$ cat config.mk
export PLATFORM = sky130hd
export DESIGN_NAME = twi_shift_unit
export DESIGN_NICKNAME = d
export VERILOG_FILES = /design/src/rtl/twi_pkg.sv /design/src/rtl/twi_bus_monitor.sv /design/src/rtl/twi_edge_counter.sv /design/src/rtl/twi_shift_reg.sv /design/src/rtl/twi_hold_ctrl.sv /design/src/rtl/twi_shift_unit.sv
export SDC_FILE = /design/constraint.sdc
export NUM_CORES = 1
export LEC_CHECK = 0
export ABC_AREA = 0
export CAP_MARGIN = 5
export CORE_MARGIN = 2
export CORE_UTILIZATION = 59
export CTS_CLUSTER_DIAMETER = 50
export DETAILED_ROUTE_END_ITERATION = 6
export DONT_BUFFER_PORTS = 1
export GPL_TIMING_DRIVEN = 1
export PLACE_DENSITY = 0.79
export SLEW_MARGIN = 0
export SYNTH_ARGS = -nofsm -noshare
export SYNTH_HDL_FRONTEND = slang
export SYNTH_HIERARCHICAL = 1
export SYNTH_SLANG_ARGS = --single-unit
$ cat constraint.sdc
create_clock -name clk -period 2.14 [get_ports clk]
set_input_delay 0.214 -clock clk [delete_from_list [all_inputs] [get_ports clk]]
set_output_delay 0.214 -clock clk [all_outputs]
set_load 0.02 [all_outputs]
$ cat src/rtl/twi_pkg.sv
package twi_pkg;
  localparam int FLAG_W   = 3;
  localparam int FL_START = 0;
  localparam int FL_OVF   = 1;
  localparam int FL_STOP  = 2;

  typedef struct packed {
    logic sda;       // synchronized SDA level
    logic scl_rise;  // synchronized SCL rising edge
    logic scl_fall;  // synchronized SCL falling edge
    logic start_ev;  // SDA fell with SCL high
    logic stop_ev;   // SDA rose with SCL high
  } bus_ev_t;
endpackage

$ cat src/rtl/twi_bus_monitor.sv
module twi_bus_monitor
  import twi_pkg::*;
#(
  parameter int SYNC_STAGES = 2
) (
  input  logic    clk,
  input  logic    rst_n,
  input  logic    sda_in,
  input  logic    scl_in,
  output bus_ev_t ev
);
  localparam int LINES = 2;  // bit 0 SDA, bit 1 SCL

  logic [SYNC_STAGES-1:0][LINES-1:0] stg;
  logic [LINES-1:0] now_q, prev_q;

  always_ff @(posedge clk or negedge rst_n) begin
    if (!rst_n) begin
      stg    <= '1;
      prev_q <= '1;
    end else begin
      stg[0] <= {scl_in, sda_in};
      for (int s = 1; s < SYNC_STAGES; s++) stg[s] <= stg[s-1];
      prev_q <= now_q;
    end
  end

  assign now_q = stg[SYNC_STAGES-1];

  logic scl_steady_hi;
  assign scl_steady_hi = now_q[1] & prev_q[1];

  always_comb begin
    ev.sda      = now_q[0];
    ev.scl_rise = now_q[1] & ~prev_q[1];
    ev.scl_fall = ~now_q[1] & prev_q[1];
    ev.start_ev = ~now_q[0] & prev_q[0] & scl_steady_hi;
    ev.stop_ev  = now_q[0] & ~prev_q[0] & scl_steady_hi;
  end

  // a start and a stop never show up together
  assert_cond_excl_R1: assert property (@(posedge clk) disable iff (!rst_n)
    !(ev.start_ev && ev.stop_ev));
endmodule

$ cat src/rtl/twi_edge_counter.sv
module twi_edge_counter #(
  parameter int CNT_W = 4
) (
  input  logic             clk,
  input  logic             rst_n,
  input  logic             step,
  input  logic             load,
  input  logic [CNT_W-1:0] load_val,
  output logic [CNT_W-1:0] count,
  output logic             wrap
);
  localparam logic [CNT_W-1:0] TOP = '1;

  assign wrap = step & ~load & (count == TOP);

  always_ff @(posedge clk or negedge rst_n) begin
    if (!rst_n)    count <= '0;
    else if (load) count <= load_val;
    else if (step) count <= count + 1'b1;
  end

  assert_wrap_zero_R4: assert property (@(posedge clk) disable iff (!rst_n)
    (count == TOP && step && !load) |=> (count == '0));
  assert_idle_stable_R4: assert property (@(posedge clk) disable iff (!rst_n)
    (!step && !load) |=> $stable(count));
  assert_load_wins_R10: assert property (@(posedge clk) disable iff (!rst_n)
    load |=> (count == $past(load_val)));
endmodule

$ cat src/rtl/twi_shift_reg.sv
module twi_shift_reg #(
  parameter int DATA_W = 8
) (
  input  logic              clk,
  input  logic              rst_n,
  input  logic              sample,
  input  logic              launch,
  input  logic              sda_bit,
  input  logic              load,
  input  logic [DATA_W-1:0] load_val,
  output logic [DATA_W-1:0] data,
  output logic              drive_bit
);
  localparam int MSB = DATA_W - 1;

  always_ff @(posedge clk or negedge rst_n) begin
    if (!rst_n)      data <= '0;
    else if (load)   data <= load_val;
    else if (sample) data <= {data[MSB-1:0], sda_bit};
  end

  // Drive bit changes only while SCL is low, so SDA never moves with SCL high.
  always_ff @(posedge clk or negedge rst_n) begin
    if (!rst_n)      drive_bit <= 1'b1;
    else if (load)   drive_bit <= load_val[MSB];
    else if (launch) drive_bit <= data[MSB];
  end

  assert_shift_in_R3: assert property (@(posedge clk) disable iff (!rst_n)
    (sample && !load) |=> (data[0] == $past(sda_bit)) &&
                         (data[MSB:1] == $past(data[MSB-1:0])));
  assert_drive_hold_R7: assert property (@(posedge clk) disable iff (!rst_n)
    (!load && !launch) |=> $stable(drive_bit));
endmodule

$ cat src/rtl/twi_hold_ctrl.sv
module twi_hold_ctrl
  import twi_pkg::*;
(
  input  logic              clk,
  input  logic              rst_n,
  input  logic              start_ev,
  input  logic              stop_ev,
  input  logic              wrap,
  input  logic              scl_fall,
  input  logic [FLAG_W-1:0] clr,
  output logic [FLAG_W-1:0] flags,
  output logic              scl_pull_low
);
  logic [FLAG_W-1:0] set_vec, flags_nxt;
  logic start_hold;

  always_comb begin
    set_vec           = '0;
    set_vec[FL_START] = start_ev;
    set_vec[FL_OVF]   = wrap;
    set_vec[FL_STOP]  = stop_ev;
  end

  // set wins over a same-cycle clear
  assign flags_nxt = set_vec | (flags & ~clr);

  always_ff @(posedge clk or negedge rst_n) begin
    if (!rst_n) begin
      flags      <= '0;
      start_hold <= 1'b0;
    end else begin
      flags      <= flags_nxt;
      start_hold <= flags_nxt[FL_START] & (start_hold | (scl_fall & flags[FL_START]));
    end
  end

  assign scl_pull_low = start_hold | flags[FL_OVF];

  assert_flag_keep_R8: assert property (@(posedge clk) disable iff (!rst_n)
    (flags[FL_START] && !clr[FL_START]) |=> flags[FL_START]);
  assert_set_wins_R8: assert property (@(posedge clk) disable iff (!rst_n)
    wrap |=> flags[FL_OVF]);
  assert_hold_on_fall_R2: assert property (@(posedge clk) disable iff (!rst_n)
    (flags[FL_START] && scl_fall && !clr[FL_START]) |=> scl_pull_low);
  assert_release_R5: assert property (@(posedge clk) disable iff (!rst_n)
    (!flags[FL_START] && !flags[FL_OVF]) |-> !scl_pull_low);
endmodule

$ cat src/rtl/twi_shift_unit.sv
module twi_shift_unit
  import twi_pkg::*;
#(
  parameter int DATA_W      = 8,
  parameter int CNT_W       = 4,
  parameter int SYNC_STAGES = 2
) (
  input  logic              clk,
  input  logic              rst_n,
  input  logic              sda_in,
  input  logic              scl_in,
  output logic              sda_pull_low,
  output logic              scl_pull_low,
  input  logic              sda_oe,
  input  logic              sr_load,
  input  logic [DATA_W-1:0] sr_load_val,
  output logic [DATA_W-1:0] sr_data,
  input  logic              cnt_load,
  input  logic [CNT_W-1:0]  cnt_load_val,
  output logic [CNT_W-1:0]  cnt_value,
  input  logic [FLAG_W-1:0] flag_clr,
  output logic              start_flag,
  output logic              ovf_flag,
  output logic              stop_flag,
  input  logic              start_ie,
  input  logic              ovf_ie,
  output logic              irq
);
  bus_ev_t ev;
  logic cnt_wrap, drive_bit;
  logic [FLAG_W-1:0] flags;

  twi_bus_monitor #(.SYNC_STAGES(SYNC_STAGES)) u_mon (
    .clk(clk), .rst_n(rst_n), .sda_in(sda_in), .scl_in(scl_in), .ev(ev)
  );

  twi_edge_counter #(.CNT_W(CNT_W)) u_cnt (
    .clk(clk), .rst_n(rst_n), .step(ev.scl_rise | ev.scl_fall),
    .load(cnt_load), .load_val(cnt_load_val), .count(cnt_value), .wrap(cnt_wrap)
  );

  twi_shift_reg #(.DATA_W(DATA_W)) u_sr (
    .clk(clk), .rst_n(rst_n), .sample(ev.scl_rise), .launch(ev.scl_fall),
    .sda_bit(ev.sda), .load(sr_load), .load_val(sr_load_val),
    .data(sr_data), .drive_bit(drive_bit)
  );

  twi_hold_ctrl u_hold (
    .clk(clk), .rst_n(rst_n), .start_ev(ev.start_ev), .stop_ev(ev.stop_ev),
    .wrap(cnt_wrap), .scl_fall(ev.scl_fall), .clr(flag_clr),
    .flags(flags), .scl_pull_low(scl_pull_low)
  );

  assign start_flag   = flags[FL_START];
  assign ovf_flag     = flags[FL_OVF];
  assign stop_flag    = flags[FL_STOP];
  assign sda_pull_low = sda_oe & ~drive_bit;
  assign irq          = (start_flag & start_ie) | (ovf_flag & ovf_ie);

  assert_irq_quiet_R9: assert property (@(posedge clk) disable iff (!rst_n)
    (!start_flag && !ovf_flag) |-> !irq);
  assert_stop_no_stretch_R11: assert property (@(posedge clk) disable iff (!rst_n)
    (stop_flag && !start_flag && !ovf_flag) |-> !scl_pull_low);
endmodule

## Word-level counts from Yosys, hierarchy flattened

Cells that the tools add are included.

- Flip-flop bits (word level): 23
- Bits of input ports: 24
- Output and inout bits: 18
- Word-level logic and storage cells: 46

- Add/sub/neg operators: 1
- Equal/unequal tests: 1
- Mux-type cells: 6
- Bitwise operators: 27
- Reductions and logical operators: 3

Operators by type and width:

| kind | count |
|---|---|
| $mux W8 | 2 |
| $and A1 B1 Y1 | 14 |
| $mux W4 | 2 |
| $not A1 Y1 | 6 |
| $reduce_bool A2 Y1 | 3 |
| $add A4 B1 Y4 const B | 1 |
| $eq A4 B4 Y1 const B | 1 |
| $or A1 B1 Y1 | 4 |
| $and A3 B3 Y3 | 1 |
| $not A3 Y3 | 1 |
| $or A3 B3 Y3 | 1 |
| $mux W1 | 2 |

## Logic depth before layout (Yosys ltp)

- Word-level depth: 7
- Mapped depth: 5
- Gate-level depth less buffers: 5

## By module

Netlist, hierarchy kept.

Modules (own cells, without submodules):

| module | times used | cells each | area an instance (um^2) | seq. area each (um^2) |
|---|---|---|---|---|
| twi_shift_reg | 1 | 36 | 421.7 | 226.5 |
| twi_edge_counter | 1 | 21 | 215.2 | 100.1 |
| twi_bus_monitor | 1 | 11 | 197.7 | 157.7 |
| twi_hold_ctrl | 1 | 13 | 160.2 | 100.1 |
| twi_shift_unit | 1 | 3 | 21.3 | 0.0 |

## Worst setup path after synthesis

Ideal clock, no wire load.

- Kind: register -> register
- Start: register u_mon.prev_q[1]
- End: register u_cnt.count[3]
- Library setup time: 0.125 ns
- Data arrival time: 1.408 ns
- Data required time: 2.015 ns
- Path slack: 0.607 ns
- Cell stages (with the launch flop): 6
- Buffers on the path: 0
- Clock period less this slack: 1.533 ns
- Path through: dfstp_2 > nor2b_1 > or2_1 > nand4_2 > xnor2_1 > mux2_2

RTL lines:

| item | line | source |
|---|---|---|
| start: declaration | twi_bus_monitor.sv:15 | `logic [LINES-1:0] now_q, prev_q;` |
| start signal: assignment | twi_bus_monitor.sv:24 | `prev_q <= now_q;` |
| end signal: assignment | twi_edge_counter.sv:18 | `else if (load) count <= load_val;` |
| end signal: assignment | twi_edge_counter.sv:19 | `else if (step) count <= count + 1'b1;` |
| end: declaration | twi_edge_counter.sv:9 | `output logic [CNT_W-1:0] count,` |

==> run metrics <==
DR pass1 iterations 4; PortBufs 0; Slew Viols, Final 0; Core Rows 14; grt total ovfl 0; Worst Setup Start Kind flop; RSZ-0062 raised after global routing no; skew final 0.00369 ns; Seq cells post-synth 23; Hold EP u_cnt/count[1]; Die X 45.5 um; most common cell after layout, fill and taps aside dfrtp_1; Worst Setup Slack, final 0.459 ns; Crit path arrival time 1.88 ns; final setup fails 0; post-synthesis sequential area ratio 57.5%; routed vias 632; crit-path max FO 4; clk buf depth 2; Routed WL 1700 um; total die area 0.00207 mm2; YS warnings 6; chip height 45.5 um; Design Power 841 uW; post-synth cell types 25; worst IR drop on VDD 0.465 mV; register area 584 um2; setup TNS 0 ns; number of antenna cells inserted 0; Antenna Nets Post-Route 0; RR Endpoint u_cnt/count[3]; Hold Startpoint cnt_load; Final HPWL DP 1210 um; worst skew pair latency 0.30 ns; Finished Cell Area 0.00109 mm2; Mapped Area 0.00102 mm2; cell taking the most area after synthesis dfrtp_1; worst rel slew slack 34.4%; end-of-flow core utilization 70.1%; clock slew at reported path FFs 0.12 ns; worst r2r path cells 5; Mean Syn Cell Area 12.1 um2; # resized after CTS 0; area of the multi-input gates 394 um2; CTS tree built; largest net degree at the start of global routing 24; Post-Synthesis Net Count 109; post-cts hold buffer count 5; Layout area overhead 7.64%; most frequent cells in the layout dfrtp_1, nand2_1, o21ai_0, mux2i_1, dfstp_2; filler cell count in the final layout 122; DRT iter0 DRCs 3; Ports 42; CTS Sinks 23; number of global-route vias before repair 612; Crit Reg-Reg Startpoint u_mon/prev_q[1]; PwrDens 769 mW/mm2; leak pwr 0.522 nW; r2r setup slk 0.46 ns; initial antenna violation count 0; H-tree depth 1; CTS buffer count 3; post-CTS setup buffers 0; share of layout cells above drive strength 1 22.2%; Placement Cell Area 0.00102 mm2; Syn Inst Count 84; Root Driver clkbuf_4; residual DRC count 0; status finished, final reports clean; Tcrit/Tclk final 78.5%; Max Fclk 595 MHz; crit path kind flop to flop; final hold viol count 0; area share of the largest cell type after synthesis 39.4%; nets@finish 116; number of vias per cell 5.96; initial core utilization 65.2%; Slew @ Worst Pin 0.981 ns; minimum clock period 1.68 ns; hold depth 1; Setup Slack @ Placement 0.472 ns; DR WL/cell 16.0 um; Total GRT Usage 17.9%; area of the core 0.00156 mm2; largest cells by area after synthesis dfrtp_1, dfstp_2, mux2i_1; required time of the critical path 2.33 ns; HP Class input pin to flop; GP Congestion 0.674; Worst Setup End Kind flop; maxcap violations 0; first-pass GRT wire length 2590 um
## per-layer routing
metal | vias up | GRT usage, % | wire length, um
met2 | 29 | 28.7 | 813
met4 | 0 | 10.6 | 9
met3 | 2 | 3.97 | 111
met5 | - | 0 | 0
li1 | 300 | - | -
met1 | 301 | 22.0 | 766
## through the flow
step / hold slack (ns) / std cells
6_report: 0.0120 / 106
5_1_grt: 0.00527 / 106
4_1_cts: 0.000562 / 106
3_5_place_dp: -0.0811 / 97
3_3_place_gp: -0.0811 / 97
2_1_floorplan: -0.0816 / 84
## where the power goes
group          internal, mW  switching [mW]  leakage (nW)
combinational        0.0533          0.0473         0.234
sequential            0.478          0.0732         0.273
clock                0.0726           0.117        0.0150
## final cells by class
type                       count  share of cell area, %
clock buffer                   4                   2.40
multi-input combinational     54                   36.0
tap                           16                   1.83
sequential                    23                   53.4
inverter                       3                   1.03
timing repair buffer           6                   5.26
## worst max-delay path, cell delays in order, from the launching register on
cell and delay [ns]:
dfstp_2 0.56, nor2b_1 0.24, or2_1 0.25, nand4_2 0.12, xnor2_1 0.15, mux2_2 0.26
## sequential cells by signal (all words and copies together), names as in the netlist
register,count
u_cnt/count,4
u_sr/drive_bit,1
u_hold/flags,3
u_mon/stg,2
u_mon/prev_q,2
u_hold/start_hold,1
u_mon/now_q,2
u_sr/data,8
## logic make-up after synthesis
family / Yosys count / synth area share, %
buf+inv: 7 / 3.69
compound gates: 16 / 9.97
xor+xnor: 3 / 2.59
simple gates: 21 / 11.2
mux: 13 / 13.8
fa+ha+maj: 1 / 1.23
flops: 23 / 57.5
## Yosys cell counts, drive strengths merged
master	count
o221a	1
ha	1
nand4	1
clkbuf	2
a21o	4
mux2i	8
xnor2	2
mux2	5
and4b	2
o21ai	10
dfstp	7
dfrtp	16
buf	2
nand2	12
nor3	1
xor2	1
a22o	1
or2	2
nor2b	3
inv	3
## worst max-delay path by stage
stage | from | end | depth (start not counted)
finish | u_mon/prev_q[1] | u_cnt/count[3] | 5
global route | u_mon/prev_q[1] | u_cnt/count[3] | 5
CTS | u_mon/prev_q[1] | u_cnt/count[3] | 5
detailed placement | u_mon/prev_q[1] | u_cnt/count[3] | 5
global placement | u_mon/prev_q[1] | u_cnt/count[3] | 5
floorplan | u_mon/prev_q[1] | u_cnt/count[3] | 5
No activity file was read; power rests on OpenSTA's default activity.
